<file path="config.mk">
export PLATFORM = sky130hd
export DESIGN_NAME = bridge_guard
export DESIGN_NICKNAME = d
export VERILOG_FILES = /design/src/rtl/bg_pkg.sv /design/src/rtl/bg_phase_map.sv /design/src/rtl/bg_fault.sv /design/src/rtl/bridge_guard.sv
export SDC_FILE = /design/constraint.sdc
export NUM_CORES = 1
export LEC_CHECK = 0
export BUFFER_PORTS_ARGS = -buffer_cell sky130_fd_sc_hd__buf_2
export CORE_ASPECT_RATIO = 0.8
export CORE_MARGIN = 2
export CORE_UTILIZATION = 51
export DETAILED_ROUTE_END_ITERATION = 8
export GPL_ROUTABILITY_DRIVEN = 0
export PLACE_DENSITY = 0.77
export SYNTH_ARGS = -nofsm -noshare
export SYNTH_HDL_FRONTEND = slang
export SYNTH_SLANG_ARGS = --single-unit
</file>
<file path="constraint.sdc">
create_clock -name clk -period 1.9 [get_ports clk]
set_input_delay 0.19 -clock clk [delete_from_list [all_inputs] [get_ports clk]]
set_output_delay 0.19 -clock clk [all_outputs]
set_load 0.01 [all_outputs]
</file>
<file path="src/rtl/bg_pkg.sv">
package bg_pkg;
   typedef enum logic [1:0] {
      PWM_SIX   = 2'b00,
      PWM_THREE = 2'b01,
      PWM_ONE   = 2'b10,
      PWM_RSVD  = 2'b11
   } pwm_mode_e;

   typedef enum logic [1:0] {
      OCP_LATCH  = 2'b00,
      OCP_RETRY  = 2'b01,
      OCP_REPORT = 2'b10,
      OCP_NONE   = 2'b11
   } ocp_mode_e;
endpackage

</file>
<file path="src/rtl/bg_phase_map.sv">
module bg_phase_map
   import bg_pkg::*;
#(
   parameter int PHASES = 3
) (
   input  logic [1:0]          mode,
   input  logic [2*PHASES-1:0] pwm,
   input  logic                brake_n,
   input  logic                brake_bit,
   input  logic                shutdown,
   output logic                brake_req,
   output logic [PHASES-1:0]   hi_d,
   output logic [PHASES-1:0]   lo_d
);
   assign brake_req = brake_bit | ((mode == PWM_ONE) & ~brake_n);

   for (genvar k = 0; k < PHASES; k++) begin : g_phase
      logic req_h, req_l;
      always_comb begin
         unique case (mode)
            PWM_SIX: begin
               req_h = pwm[k] & ~pwm[k+PHASES];
               req_l = pwm[k+PHASES] & ~pwm[k];
            end
            PWM_THREE: begin
               req_h = pwm[k+PHASES] & pwm[k];
               req_l = pwm[k+PHASES] & ~pwm[k];
            end
            PWM_ONE: begin
               req_h = pwm[k+PHASES] & pwm[0];
               req_l = pwm[k+PHASES] & ~pwm[0];
            end
            default: begin
               req_h = 1'b0;
               req_l = 1'b0;
            end
         endcase
      end

      always_comb begin
         if (shutdown) begin
            hi_d[k] = 1'b0;
            lo_d[k] = 1'b0;
         end else if (brake_req) begin
            hi_d[k] = 1'b0;
            lo_d[k] = 1'b1;
         end else begin
            hi_d[k] = req_h;
            lo_d[k] = req_l;
         end
      end
   end
endmodule

</file>
<file path="src/rtl/bg_fault.sv">
module bg_fault
   import bg_pkg::*;
#(
   parameter int PHASES       = 3,
   parameter int RETRY_CYCLES = 64
) (
   input  logic                clk,
   input  logic                rst_n,
   input  logic [1:0]          ocp_mode,
   input  logic                cbc,
   input  logic                fault_clr,
   input  logic [PHASES-1:0]   oc_det,
   input  logic [2*PHASES-1:0] pwm,
   output logic                fault_q,
   output logic                shutdown_d
);
   localparam int CW = $clog2(RETRY_CYCLES + 1);
   localparam logic [CW-1:0] RELOAD = CW'(RETRY_CYCLES - 1);

   if (RETRY_CYCLES < 2) begin : g_bad_retry
      $error("bg_fault: RETRY_CYCLES must be at least 2");
   end

   logic [2*PHASES-1:0] pwm_prev;
   logic [CW-1:0]       cnt_q, cnt_d;
   logic                fault_d, oc_any, pwm_edge;

   assign oc_any   = |oc_det;
   assign pwm_edge = pwm != pwm_prev;

   always_comb begin
      fault_d = fault_q;
      cnt_d   = cnt_q;
      if (ocp_mode == OCP_NONE) begin
         fault_d = 1'b0;
      end else if (oc_any) begin
         fault_d = 1'b1;
         cnt_d   = RELOAD;
      end else if (fault_q) begin
         if (ocp_mode == OCP_RETRY) begin
            if ((cbc && pwm_edge) || cnt_q == '0) fault_d = 1'b0;
            else                                 cnt_d   = cnt_q - 1'b1;
         end else if (fault_clr) begin
            fault_d = 1'b0;
         end
      end
   end

   assign shutdown_d = fault_d & ((ocp_mode == OCP_LATCH) | (ocp_mode == OCP_RETRY));

   always_ff @(posedge clk or negedge rst_n) begin
      if (!rst_n) begin
         fault_q  <= 1'b0;
         cnt_q    <= '0;
         pwm_prev <= '0;
      end else begin
         fault_q  <= fault_d;
         cnt_q    <= cnt_d;
         pwm_prev <= pwm;
      end
   end

   a_r6_detect_sets: assert property (@(posedge clk) disable iff (!rst_n)
      (oc_any && ocp_mode != OCP_NONE) |=> fault_q);
   a_r7_cbc_edge_clears: assert property (@(posedge clk) disable iff (!rst_n)
      (fault_q && ocp_mode == OCP_RETRY && cbc && pwm_edge && !oc_any) |=> !fault_q);
   a_r8_edge_ignored: assert property (@(posedge clk) disable iff (!rst_n)
      (fault_q && ocp_mode == OCP_RETRY && !cbc && cnt_q != '0) |=> fault_q);
   a_r9_latch_holds: assert property (@(posedge clk) disable iff (!rst_n)
      (fault_q && ocp_mode == OCP_LATCH && !fault_clr) |=> fault_q);
   a_r11_no_flag: assert property (@(posedge clk) disable iff (!rst_n)
      (ocp_mode == OCP_NONE) |=> !fault_q);
endmodule

</file>
<file path="src/rtl/bridge_guard.sv">
module bridge_guard
   import bg_pkg::*;
#(
   parameter int PHASES       = 3,
   parameter int RETRY_CYCLES = 64
) (
   input  logic                clk,
   input  logic                rst_n,
   input  logic [1:0]          pwm_mode,
   input  logic [2*PHASES-1:0] pwm_in,
   input  logic                brake_n,
   input  logic                brake_bit,
   input  logic                cbc,
   input  logic [1:0]          ocp_mode,
   input  logic                fault_clr,
   input  logic [PHASES-1:0]   oc_det,
   output logic [PHASES-1:0]   gate_hi,
   output logic [PHASES-1:0]   gate_lo,
   output logic                fault_flag
);
   if (PHASES < 1) begin : g_bad_phases
      $error("bridge_guard: PHASES must be at least 1");
   end

   logic              shutdown_d, brake_req;
   logic [PHASES-1:0] hi_d, lo_d;

   bg_fault #(.PHASES(PHASES), .RETRY_CYCLES(RETRY_CYCLES)) u_fault (
      .clk        (clk),
      .rst_n      (rst_n),
      .ocp_mode   (ocp_mode),
      .cbc        (cbc),
      .fault_clr  (fault_clr),
      .oc_det     (oc_det),
      .pwm        (pwm_in),
      .fault_q    (fault_flag),
      .shutdown_d (shutdown_d)
   );

   bg_phase_map #(.PHASES(PHASES)) u_map (
      .mode      (pwm_mode),
      .pwm       (pwm_in),
      .brake_n   (brake_n),
      .brake_bit (brake_bit),
      .shutdown  (shutdown_d),
      .brake_req (brake_req),
      .hi_d      (hi_d),
      .lo_d      (lo_d)
   );

   always_ff @(posedge clk or negedge rst_n) begin
      if (!rst_n) begin
         gate_hi <= '0;
         gate_lo <= '0;
      end else begin
         gate_hi <= hi_d;
         gate_lo <= lo_d;
      end
   end

   a_r2_no_shoot_through: assert property (@(posedge clk) disable iff (!rst_n)
      (gate_hi & gate_lo) == '0);
   a_r6_shutdown_blanks: assert property (@(posedge clk) disable iff (!rst_n)
      shutdown_d |=> (gate_hi == '0 && gate_lo == '0));
   a_r5_brake_pattern: assert property (@(posedge clk) disable iff (!rst_n)
      (brake_req && !shutdown_d) |=> (gate_hi == '0 && gate_lo == '1));
endmodule

</file>
== Yosys cells after proc, flatten, opt, wreduce, memory -nomap -nowiden ==
Cells that the tools add are included.

* Flip-flop bits (word level): 20
* Input port bits: 19
* Output and inout bits: 7

* Add/subtract/negate cells: 1
* Bitwise logic cells: 25
* Reductions and logical operators: 12
* Multiplexer cells: 28
* Eq/ne operators: 6

{| class="wikitable"
|+ Operator list
! kind !! number
|-
| $mux W7 || 4
|-
| $mux W1 || 19
|-
| $and A1 B1 Y1 || 15
|-
| $not A1 Y1 || 8
|-
| $logic_not A7 Y1 || 1
|-
| $sub A7 B1 Y7 const B || 1
|-
| $ne A6 B6 Y1 || 1
|-
| $pmux W1 S2 || 3
|-
| $pmux W1 S3 || 2
|-
| $reduce_or A3 Y1 || 2
|-
| $eq A2 B1 Y1 const B || 2
|-
| $eq A2 B2 Y1 const B || 2
|-
| $logic_not A2 Y1 || 2
|-
| $reduce_and A4 Y1 || 1
|-
| $reduce_bool A2 Y1 || 2
|-
| $reduce_or A2 Y1 || 2
|-
| $ne A2 B1 Y1 const B || 1
|-
| $or A1 B1 Y1 || 2
|-
| $logic_and A1 B1 Y1 || 1
|-
| $logic_or A1 B1 Y1 || 1
|}

== Depth between registers and ports, before layout ==
Gate-level depths: netlist of the first run.

* Depth after elaboration: 10
* Depth in mapped cells: 8

== By module ==
A second synthesis of the first run with hierarchy kept.

* Cell total of the unflattened synthesis: 112
* Area total of the unflattened synthesis: 1132.3 um^2

{| class="wikitable"
|+ By module, submodules not included
! module !! times used !! area each (um^2) !! seq. area each (um^2) !! cells each
|-
| bg_fault || 1 || 784.5 || 350.3 || 78
|-
| bg_phase_map || 1 || 197.7 || 0.0 || 28
|-
| bridge_guard || 1 || 150.1 || 150.1 || 6
|}

== Worst setup path before layout of the first run ==
Ideal clock, no wire load.

* Kind: reg2reg
* From: reg u_fault.cnt_q[3]
* To: reg u_fault.cnt_q[5]
* Buffers on the path: 1
* Arrival: 1668 ps
* Period minus slack after synthesis: 1797 ps
* Slack: 103 ps
* Required time: 1771 ps
* Stages on the path, launching flop included: 7
* Setup time: 129 ps
* Cells stage by stage: dfrtp_1 > or3_4 > o311a_1 > and3_1 > buf_6 > a311oi_1 > nor3_1

* Cells in the longest elaborated chain, start to end: 5
* Elaborated cells between the ends (all ways): 9
* Classes of those cells: add/sub: 1; eq/ne: 1; mux: 4; reduce/logical: 3

{| class="wikitable"
|+ Ends and longest elaborated chain
! item !! line !! source
|-
| start: declaration || bg_fault.sv:25 || <nowiki>logic [CW-1:0] cnt_q, cnt_d;</nowiki>
|-
| start signal: assignment || bg_fault.sv:58 || <nowiki>cnt_q <= cnt_d;</nowiki>
|-
| $sub A7 B1 Y7 || bg_fault.sv:42 || <nowiki>else cnt_d = cnt_q - 1'b1;</nowiki>
|-
| $mux W7 || bg_fault.sv:41 || <nowiki>if ((cbc && pwm_edge) || cnt_q == '0) fault_d = 1'b0;</nowiki>
|-
| $mux W7 || bg_fault.sv:40 || <nowiki>if (ocp_mode == OCP_RETRY) begin</nowiki>
|-
| $mux W7 || bg_fault.sv:39 || <nowiki>end else if (fault_q) begin</nowiki>
|-
| $mux W7 || bg_fault.sv:36 || <nowiki>end else if (oc_any) begin</nowiki>
|}

Several ways; a longest one is shown, not always the timed one. The select of a mux whose other input is x is not followed.
A chain may end at the register's enable or synchronous reset.

== Worst setup path in the final report of the first run ==
* From: reg u_fault.cnt_q[5]
* To: reg u_fault.cnt_q[5]

Same word-level chain as after synthesis.

==> results of run 1 <==
-- per-stage QoR --
stage | power [mW] | utilization | hold slack (ns) | cell area [um2] | std cells
after floorplan | 0.523 | - | -0.106 | 1070 | 106
after global placement | 0.579 | 0.648 | 0.159 | 1250 | 158
after detailed placement | 0.583 | 0.648 | 0.161 | 1250 | 158
after CTS | 0.777 | 0.665 | 0.0429 | 1280 | 162
after global routing | 0.811 | 0.669 | 0.0396 | 1290 | 162
final | 0.770 | 0.669 | 0.0577 | 1290 | 162
-- worst reg2reg max path: cells and delay by family, from the launching register on --
family	cells	cell delay, ns
AND/OR/NAND/NOR	3	0.73
AO/OA/AOI/OAI	2	0.60
flip-flops	1	0.42
-- where the power goes --
part	leakage [nW]	switching (mW)	total, mW	internal, mW
clock	0.0138	0.116	0.190	0.0739
sequential	0.226	0.00608	0.447	0.441
combinational	0.336	0.0773	0.133	0.0555
total	0.575	0.200	0.770	0.570
-- logic make-up (layout without fill, tap and decap cells) --
group                      after synthesis  in the layout
buffers and inverters                    7             39
muxes                                    2              2
and+or+nand+nor                         43             43
adders and majority gates                5              5
DFF                                     20             20
AOI/OAI and AO/OA                       22             22
xor gates and xnor gates                 7              7
-- final cells by class --
| cell class | count | share of cell area |
|---|---|---|
| clock buffers | 3 | 0.0175 |
| multi-input cells | 79 | 0.426 |
| inverters | 6 | 0.0175 |
| repair buffers | 30 | 0.128 |
| flip-flops and latches | 20 | 0.388 |
| well taps | 24 | 0.0233 |
-- worst paths after layout --
path,startpoint,end,slack (ns),cells past startpoint
setup / recovery,u_fault.cnt_q[5]$_DFFE_PN0P_,u_fault.cnt_q[5]$_DFFE_PN0P_,0.03,5
hold / removal,pwm_in[2],u_fault.pwm_prev[2]$_DFF_PN0_,0.06,1
setup reg to reg,u_fault.cnt_q[5]$_DFFE_PN0P_,u_fault.cnt_q[5]$_DFFE_PN0P_,0.03,5
hold reg to reg,u_fault.cnt_q[1]$_DFFE_PN0P_,u_fault.cnt_q[1]$_DFFE_PN0P_,0.53,1
max in group asynchronous,rst_n,gate_lo[1]$_DFF_PN0_,1.23,2
min in group asynchronous,rst_n,u_fault.pwm_prev[4]$_DFF_PN0_,0.37,2
-- registers in the layout, summed over array words and instances, names as in the netlist --
signal / cells
u_fault.cnt_q: 7
u_fault.pwm_prev: 6
gate_hi: 3
gate_lo: 3
u_fault.fault_q: 1
-- placed cells by master, fill, tap and decap left out, types with 3 or more instances in the layout --
cell	count
nand3_1	5
buf_4	4
ha_1	5
dfrtp_1	20
nor2_1	10
inv_1	6
xor2_1	6
nor3_1	3
o22ai_1	4
a21oi_1	4
nand2_1	10
buf_2	25
clkbuf_4	3
-- metal layers --
metal  vias to the layer above  wire, um  track usage  part of all wire
li1                        458         -            -                 -
met3                         4       122       0.0630             0.052
met4                         0        18       0.0439            0.0077
met1                       425      1110        0.286              0.47
met5                         -         0            0                 0
met2                        28      1090        0.369              0.47
-- repair_timing --
| action | CTS | global route |
|---|---|---|
| endpoints found under the hold margin | 20 | 0 |
| gates resized for setup | 0 | 1 |
| hold buffers | 1 | 0 |
| setup endpoints to repair | 0 | 4 |
==> metrics.md, run 1 <==
| Metric | Value |
|---|---|
| Status | `completed` |
| Final net count | `164` |
| Crit-path leading delay family | `simple AND/OR/NAND/NOR gates` |
| Clock tree buffer depth | `2` |
| Max incr delay on CP | `about 0.42 ns` |
| Simple-Gate Fraction of Synth Area | `0.213` |
| CTS tree | `done` |
| CP max FO | `6` |
| Fraction of synthesized cell area in xor and xnor cells | `0.0570` |
| Chip Height | `roughly 45 um` |
| DP HPWL | `1.78 mm` |
| Setup Fix Bufs, Post-CTS | `0` |
| Ys async rst share | `1.00` |
| Cells along the critical path | `or3_4 -> o311a_1 -> and3_1 -> a311oi_1 -> nor3_1` |
| Number of synthesized flops with an enable pin | `0` |
| Period utilization | `0.986` |
| Hold WC Path Type | `input port to flop` |
| Max-slew violations | `0` |
| H-tree levels | `1` |
| DRT Wirelength | `2.34 mm` |
| GRT Overall Usage | `0.218` |
| Register area | `500 um2` |
| Distinct cells, synth | `36` |
| Main combinational cell family by area after synthesis | `simple AND/OR/NAND/NOR gates` |
| Vias/cell | `5.65` |
| Total negative slack | `0 ns` |
| Largest net degree at the start of global routing | `21` |
| Primary FF master, synth | `dfrtp_1` |
| Starting DRT DRC Count | `15` |
| Syn_nets | `130` |
| Power per cell area | `around 600 nW/um2` |
| Mapped Cells | `106` |
| Crit path kind | `flop to flop` |
| Sequential share of the synthesized area | `0.466` |
| Post-synthesis mux area share | `0.0186` |
| Max-Slew Margin vs Limit | `0.705` |
| Die Span X | `55.3 um` |
| Multi-input logic area | `549 um2` |
| Crit start category | `flop` |
| Clk_skew | `0.00303 ns` |
| Row count | `14` |
| Port Buffers | `25` |
| Top cell type's share of synthesized area | `0.466` |
| Global-route wire length before repair | `4.13 mm` |
| DIE AREA | `2490 um2` |
| CP max-delay cell | `dfrtp_1` |
| Fill cell count | `around 160` |
| Final setup violating endpoints | `0` |
| Largest cells by area after synthesis | `dfrtp_1 (47%), ha_1 (5.8%), xor2_1 (4.9%)` |
| Post-synthesis cell area | `1070 um2` |
| Worst EP arrival | `2.05 ns` |
| Total CTS buffers | `3` |
| Max Cap Viol | `0` |
| Synth cell count leaders | `dfrtp_1 (20), nand2_1 (10), nor2_1 (10), inv_1 (6), xor2_1 (6)` |
| WL per Instance | `14.4 um` |
| Cell with the most instances after synthesis | `dfrtp_1` |
| Antenna violations before repair | `0` |
| Final hold viol count | `0` |
| Post-Syn Area per Cell | `10.1 um2` |
| Fin crit period | `1.87 ns` |
| CTS Sinks | `20` |
| Worst-Margin Slew | `~0.44 ns` |
| Final worst slack | `0.0268 ns` |
| # IOs | `26` |
| Req. time, crit path | `2.08 ns` |
| Clk root buf | `clkbuf_4` |
| ANT nets after route | `0` |
| Skew-Pair Late Insertion Delay | `0.29 ns` |
| CORE AREA | `approximately 1900 um2` |
| Layout area overhead | `20.0%` |
| DR DRC count | `0` |
| GR Overflow Total | `0` |
| Starting density of the core | `0.558` |
| Fmax | `534 MHz` |
| Pre-CTS setup slack | `0.0610 ns` |
| Largest area contributor in the netlist | `dfrtp_1` |
| CP bufs+invs | `0` |
| Yosys warning count | `0` |
| #FFs+latches synth | `20` |
| Crit end category | `flop` |
| DR pass1 iterations | `4` |
| Worst IR Drop VDD | `0.588 mV` |
| N_diodes | `0` |
| CTS clk-pin slew, worst paths | `0.10 ns` |
| Share of layout cells above drive strength 1 | `0.275` |
| Via count | `~920` |
| Adder-Cell Fraction of Synth Area | `0.0582` |
| Leak pwr | `0.575 nW` |
| Synth Area in Compound Gates | `0.156` |
| Vias in the first global route | `888` |
| Unrepaired setup endpoints after global routing | `yes` |
No activity file was read; power rests on OpenSTA's default activity.
==> run 2: changes to the inputs <==
- CORE_UTILIZATION: 51 -> 50
- PLACE_DENSITY: 0.77 -> 0.75
==> run 2 against run 1 <==
  * Cell area rose by 1.3%
  * Hold slack got worse by 0.010 ns
  * Combinational power barely moved
  * Register-to-register slack improved by 0.08 ns
  * Flip-flop and latch count did not move
  * Critical path type unchanged
  * Largest power group unchanged
  * Highest routed layer unchanged
==> metrics.md, run 2 (synthesized netlist as in run 1, its figures left out) <==
| Metric | Value |
|---|---|
| Antenna violations before repair | `0 (unchanged)` |
| # IOs | `26 (unchanged)` |
| GRT Overall Usage | `0.189 (was 0.218)` |
| Layout area overhead | `21.5% (was 20.0%)` |
| Design Area, Final | `1310 um2 (was 1290 um2)` |
| Vias in the first global route | `818 (was 888)` |
| ANT nets after route | `0 (unchanged)` |
| Max reg flops | `7 (unchanged)` |
| Clk root buf | `clkbuf_4 (unchanged)` |
| Total negative slack | `0 ns (unchanged)` |
| Unrepaired setup endpoints after global routing | `yes (unchanged)` |
| Max-Slew Margin vs Limit | `0.684 (was 0.705)` |
| Fin crit period | `1.80 ns (was 1.87 ns)` |
| Crit start category | `flop (unchanged)` |
| Port Buffers | `25 (unchanged)` |
| Share of layout cells above drive strength 1 | `0.302 (was 0.275)` |
| Skew-Pair Late Insertion Delay | `0.30 ns (was 0.29 ns)` |
| Crit path kind | `flop to flop (unchanged)` |
| CTS tree | `done (unchanged)` |
| DRT Wirelength | `2.21 mm (was 2.34 mm)` |
| P_sw | `200 uW (about the same)` |
| Worst EP arrival | `1.98 ns (was 2.05 ns)` |
| Die Span X | `55.8 um (was 55.3 um)` |
| WL per Instance | `13.6 um (was 14.4 um)` |
| Net Sw Frac | `0.259 (about the same)` |
| N_diodes | `0 (unchanged)` |
| Chip Height | `45.5 um (was 45.1 um)` |
| Starting DRT DRC Count | `29 (was 15)` |
| GR Overflow Total | `0 (unchanged)` |
| Total CTS buffers | `3 (unchanged)` |
| Max Cap Viol | `0 (unchanged)` |
| Row count | `14 (unchanged)` |
| Worst-Margin Slew | `0.470 ns (was 0.443 ns)` |
| DIE AREA | `2540 um2 (was 2490 um2)` |
| Power per cell area | `592 nW/um2 (was 597 nW/um2)` |
| Period utilization | `0.946 (was 0.986)` |
| CTS clk-pin slew, worst paths | `0.10 ns (about the same)` |
| Worst IR Drop VDD | `0.520 mV (was 0.588 mV)` |
| Logic pwr share | `0.174 (was 0.173)` |
| DR DRC count | `0 (unchanged)` |
| Starting density of the core | `0.548 (was 0.558)` |
| Fmax | `556 MHz (was 534 MHz)` |
| Req. time, crit path | `2.09 ns (was 2.08 ns)` |
| Hold WC Path Type | `input port to flop (unchanged)` |
| DP HPWL | `1.72 mm (was 1.78 mm)` |
| Clock tree buffer depth | `2 (unchanged)` |
| Crit end category | `flop (unchanged)` |
| Register bank with the most flops | `u_fault.cnt_q (unchanged)` |
| Clock power frac | `0.248 (was 0.247)` |
| Vias/cell | `5.64 (was 5.65)` |
| CORE AREA | `1960 um2 (was 1930 um2)` |
| DP Area | `1250 um2 (unchanged)` |
| CTS Sinks | `20 (unchanged)` |
| Largest regs | `u_fault.cnt_q: 7 flops, u_fault.pwm_prev: 6 flops (unchanged)` |
| Final Power | `773 uW (was 770 uW)` |
| Leak pwr | `0.578 nW (was 0.575 nW)` |
| Int Pwr | `573 uW (was 570 uW)` |
| Fill cell count | `163 (was 159)` |
| DR pass1 iterations | `4 (unchanged)` |
| Global-route wire length before repair | `3.60 mm (was 4.13 mm)` |
| Final setup violating endpoints | `0 (unchanged)` |
| Seq pwr share | `0.578 (was 0.580)` |
| Most frequent cells in the layout | `buf_2 (25), dfrtp_1 (20), nand2_1 (10), nor2_1 (10) (unchanged)` |
| Via count | `920 (was 915)` |
| Final hold viol count | `0 (unchanged)` |
| H-tree levels | `1 (unchanged)` |
| Largest net degree at the start of global routing | `21 (unchanged)` |
| Commonest non-fill, non-tap cell in the layout | `buf_2 (unchanged)` |
| Max-slew violations | `0 (unchanged)` |
| Status | `completed (unchanged)` |
| Clk_skew | `0.000810 ns (was 0.00303 ns)` |
| CP max FO | `6 (unchanged)` |
| Final net count | `165 (was 164)` |
==> run 2: per-layer routing <==
layer,vias to the layer above,routed length (um),global-route usage
met4,0,25,0.0857
met2,34,1010,0.290
li1,454,-,-
met5,-,0,0
met3,4,142,0.0653
met1,428,1040,0.248
==> run 2: path summary, 6_finish.rpt <==
path | from | end | slack [ns] | depth (start not counted)
max in group asynchronous | rst_n | u_fault.pwm_prev[5]$_DFF_PN0_ | 1.25 | 2
min in group asynchronous | rst_n | gate_lo[1]$_DFF_PN0_ | 0.35 | 2
worst min-delay path | pwm_in[2] | u_fault.pwm_prev[2]$_DFF_PN0_ | 0.05 | 1
worst max-delay path | u_fault.cnt_q[5]$_DFFE_PN0P_ | u_fault.cnt_q[5]$_DFFE_PN0P_ | 0.10 | 5
worst min register to register | u_fault.cnt_q[1]$_DFFE_PN0P_ | u_fault.cnt_q[1]$_DFFE_PN0P_ | 0.55 | 1
worst max register to register | u_fault.cnt_q[5]$_DFFE_PN0P_ | u_fault.cnt_q[5]$_DFFE_PN0P_ | 0.10 | 5
==> run 2: area by class of cell <==
type,count,area (um2),share of cell area
Multi-Input combinational cell,79,558,0.427
Tap cell,24,30.0,0.0230
Timing Repair Buffer,31,173,0.132
Inverter,6,22.5,0.0172
Sequential cell,20,500,0.383
Clock buffer,3,22.5,0.0172
==> run 2: critical path: stages (launching register included) <==
cell and delay [ns]:
dfrtp_1 0.43, or3_4 0.41, o311a_1 0.33, and3_4 0.19
a311oi_2 0.24, nor3_1 0.09
==> run 2: power by group through the flow <==
stage          clock network, mW  logic, mW  registers [mW]
2_1_floorplan                  0     0.0633           0.459
3_3_place_gp                   0      0.126           0.455
3_5_place_dp                   0      0.130           0.455
4_1_cts                    0.202      0.132           0.447
5_1_grt                    0.214      0.149           0.448
6_report                   0.192      0.135           0.447
==> run 2: stage by stage <==
| step | hold slack, ns | worst slack, ns | std cells | util |
|---|---|---|---|---|
| after detailed placement | 0.157 | 0.0404 | 158 | 0.636 |
| after floorplan | -0.106 | 0.103 | 106 | - |
| after global placement | 0.151 | 0.0775 | 158 | 0.636 |
| final | 0.0474 | 0.103 | 163 | 0.666 |
| after CTS | 0.0353 | 0.0295 | 162 | 0.653 |
| after global routing | 0.0339 | -0.0143 | 163 | 0.666 |
==> run 2: repair_timing <==
item | in CTS | in global routing
hold buffers | 1 | 0
resized for setup | 0 | 4
setup endpoints to repair | 0 | 3
hold endpoints to repair | 20 | 0
setup buffers | 0 | 1
==> run 3: changes to the inputs <==
- ABC_AREA: unset -> 1
- CTS_BUF_LIST: unset -> sky130_fd_sc_hd__clkbuf_8 sky130_fd_sc_hd__clkbuf_16
==> run 3 against run 2 <==
  * Sequential share of layout area grew 0.11 points
  * Synthesized area grew 1.6%
  * Hold slack gained 0.032 ns
  * Register-to-register slack gained 0.29 ns
  * Cell area shrank 0.29%
  * Synthesized cell count grew 30%
  * First-iteration DRC count grew 6.9%
  * Final cell count grew 18%
  * Maximum frequency grew 19%
  * Largest cell class is now flip-flops and latches
==> metrics.md, run 3 <==
| Metric | Value |
|---|---|
| Max Cap Viol | `0 (unchanged)` |
| Syn_nets | `162 (was 130)` |
| Row count | `15 (was 14)` |
| ANT nets after route | `0 (unchanged)` |
| Crit path kind | `flop to flop (unchanged)` |
| DRT Wirelength | `2.20 mm (was 2.21 mm)` |
| Starting DRT DRC Count | `31 (was 29)` |
| Cells after DPL | `187 (was 158)` |
| Synth cell count leaders | `nand2_1 (37), inv_1 (22), dfrtp_1 (20), a21oi_1 (11), nor2_1 (9) (was dfrtp_1 (20), nand2_1 (10), nor2_1 (10), inv_1 (6), xor2_1 (6))` |
| Fmax | `662 MHz (was 556 MHz)` |
| Post-Syn Area per Cell | `7.92 um2 (was 10.1 um2)` |
| Worst EP arrival | `1.69 ns (was 1.98 ns)` |
| Leak pwr | `0.711 nW (was 0.578 nW)` |
| Status | `completed (unchanged)` |
| Worst-Margin Slew | `0.451 ns (was 0.470 ns)` |
| Starting density of the core | `0.520 (was 0.548)` |
| CP max FO | `11 (was 6)` |
| Total CTS buffers | `3 (unchanged)` |
| # IOs | `26 (unchanged)` |
| Skew-Pair Late Insertion Delay | `0.26 ns (was 0.30 ns)` |
| Primary FF master, synth | `dfrtp_1 (unchanged)` |
| DP HPWL | `1.76 mm (was 1.72 mm)` |
| CORE AREA | `2100 um2 (was 1960 um2)` |
| Max-slew violations | `0 (unchanged)` |
| Final setup violating endpoints | `0 (unchanged)` |
| Final Non-Filler Cells | `192 (was 163)` |
| CTS Sinks | `20 (unchanged)` |
| Crit end category | `flop (unchanged)` |
| Die Span X | `56.3 um (was 55.8 um)` |
| Cell with the most instances after synthesis | `nand2_1 (was dfrtp_1)` |
| Commonest non-fill, non-tap cell in the layout | `nand2_1 (was buf_2)` |
| Layout Utilization | `0.620 (was 0.666)` |
| Mapped Cells | `138 (was 106)` |
| Number of synthesized flops with an enable pin | `0 (unchanged)` |
| Period utilization | `0.795 (was 0.946)` |
| Power per cell area | `741 nW/um2 (was 592 nW/um2)` |
| CTS clk-pin slew, worst paths | `0.07 ns (was 0.10 ns)` |
| Register bank with the most flops | `u_fault.cnt_q (unchanged)` |
| Ys async rst share | `1.00 (unchanged)` |
| Final net count | `192 (was 165)` |
| Max incr delay on CP | `0.42 ns (was 0.43 ns)` |
| WL per Instance | `11.5 um (was 13.6 um)` |
| Max-Slew Margin vs Limit | `0.699 (was 0.684)` |
| Distinct cells, synth | `20 (was 36)` |
| Sequential share of the synthesized area | `0.458 (was 0.466)` |
| Chip Height | `45.8 um (was 45.5 um)` |
| Via count | `978 (was 920)` |
| DIE AREA | `2580 um2 (was 2540 um2)` |
| Most used cell, CP | `nand2_2` |
| Share of layout cells above drive strength 1 | `0.240 (was 0.302)` |
| Global-route wire length before repair | `3.69 mm (was 3.60 mm)` |
| GR Overflow Total | `0 (unchanged)` |
| CP bufs+invs | `1 (was 0)` |
| #FFs+latches synth | `20 (unchanged)` |
| Largest net degree at the start of global routing | `21 (unchanged)` |
| Crit start category | `flop (unchanged)` |
| Unrepaired setup endpoints after global routing | `no (was yes)` |
| DR pass1 iterations | `4 (unchanged)` |
| DR DRC count | `0 (unchanged)` |
| H-tree levels | `1 (unchanged)` |
| Vias in the first global route | `878 (was 818)` |
| Clk_skew | `0.00458 ns (was 0.000810 ns)` |
| Crit-path leading delay family | `simple AND/OR/NAND/NOR gates (unchanged)` |
| Setup Fix Bufs, Post-CTS | `0 (unchanged)` |
| Hold WC Path Type | `input port to flop (unchanged)` |
| Post-synthesis cell area | `1090 um2 (was 1070 um2)` |
| Clock tree buffer depth | `2 (unchanged)` |
| Yosys warning count | `0 (unchanged)` |
| Req. time, crit path | `2.08 ns (was 2.09 ns)` |
| CTS tree | `done (unchanged)` |
| Top cell type's share of synthesized area | `0.458 (was 0.466)` |
| CTS Hold Bufs | `1 (unchanged)` |
| Clk root buf | `clkbuf_8 (was clkbuf_4)` |
| Antenna violations before repair | `0 (unchanged)` |
| Layout area overhead | `19.2% (was 21.5%)` |
| Port Buffers | `25 (unchanged)` |
| Vias/cell | `5.09 (was 5.64)` |
| Total negative slack | `0 ns (unchanged)` |
| GRT Overall Usage | `0.191 (was 0.189)` |
| Largest regs | `u_fault.cnt_q: 7 flops, u_fault.pwm_prev: 6 flops (unchanged)` |
| Final hold viol count | `0 (unchanged)` |
| Cells along the critical path | `nor2_1 -> nand2_1 -> inv_1 -> a31oi_1 -> nand2_1 -> nand2_2 -> nand2_2 -> nand2_2 -> a21oi_1 (was or3_4 -> o311a_1 -> and3_4 -> a311oi_2 -> nor3_1)` |
| Most frequent cells in the layout | `nand2_1 (37), buf_2 (25), inv_1 (22), dfrtp_1 (20), a21oi_1 (11) (was buf_2 (25), dfrtp_1 (20), nand2_1 (10), nor2_1 (10))` |
| Largest area contributor in the netlist | `dfrtp_1 (unchanged)` |
| Fin crit period | `1.51 ns (was 1.80 ns)` |
| Largest cells by area after synthesis | `dfrtp_1 (46%), nand2_1 (13%), inv_1 (7.6%) (was dfrtp_1 (47%), ha_1 (5.8%), xor2_1 (4.9%))` |
| CTS resizes | `0 (unchanged)` |
| N_diodes | `0 (unchanged)` |
| Fill cell count | `185 (was 163)` |
| CP max-delay cell | `dfrtp_1 (unchanged)` |
| Worst IR Drop VDD | `0.726 mV (was 0.520 mV)` |
| Max reg flops | `7 (unchanged)` |
## run 3: cell count changes in the layout (fill, tap and decap cells not counted), sizes merged, moves of 3 or more
cell   before  now
a21oi       4   11
a31oi       1    4
buf        30   25
inv         6   26
nand2      10   40
o21ai       2    8
o22ai       4    0
xor2        6    2
## run 3: final cells by class
cell class	count	area [um2]	share of cell area
clock buffers	4	55.1	0.0423
multi-input cells	91	483	0.371
inverters	26	97.6	0.0749
flip-flops and latches	20	500	0.384
well taps	25	31.3	0.0240
repair buffers	26	135	0.104
## run 3: logic make-up (layout without fill, tap and decap cells)
logic type	Yosys count	count (layout)	synth area share
XOR/XNOR	2	2	0.0160
adder cells (fa/ha/maj)	5	5	0.0573
buffers and inverters	27	56	0.0997
AO/OA/AOI/OAI	28	28	0.153
AND/OR/NAND/NOR	56	56	0.215
flip-flops	20	20	0.458
## run 3: final timing paths
path	start	end	slack, ns	depth (start not counted)
setup / recovery	u_fault.cnt_q[3]$_DFFE_PN0P_	gate_hi[2]$_DFF_PN0_	0.39	9
hold / removal	pwm_in[2]	u_fault.pwm_prev[2]$_DFF_PN0_	0.08	1
setup reg to reg	u_fault.cnt_q[3]$_DFFE_PN0P_	gate_hi[2]$_DFF_PN0_	0.39	9
hold reg to reg	u_fault.cnt_q[0]$_DFFE_PN0P_	u_fault.cnt_q[0]$_DFFE_PN0P_	0.48	1
max in group asynchronous	rst_n	gate_hi[0]$_DFF_PN0_	1.17	2
min in group asynchronous	rst_n	u_fault.pwm_prev[2]$_DFF_PN0_	0.41	2
## run 3: power by group
group | leakage, nW | switching, mW | internal [mW]
clock | 0.0288 | 0.136 | 0.184
combinational | 0.452 | 0.106 | 0.0648
sequential | 0.230 | 0.0167 | 0.457
total | 0.711 | 0.259 | 0.706
## run 3: per-stage QoR
stage               cell area (um2)  power (mW)  hold WS [ns]  setup slack [ns]
floorplan                      1090       0.586        -0.106             0.556
global placement               1240       0.645         0.164             0.430
detailed placement             1240       0.652         0.170             0.396
CTS                            1300       0.975        0.0776             0.379
global route                   1300        1.02        0.0814             0.249
finish                         1300       0.965        0.0795             0.390
## run 3: metal layers
layer	global-route usage	part of all wire	up-vias
li1	-	-	501
met4	0.0571	0.0045	0
met5	0	0	-
met1	0.237	0.47	454
met3	0.0597	0.057	2
met2	0.327	0.47	21
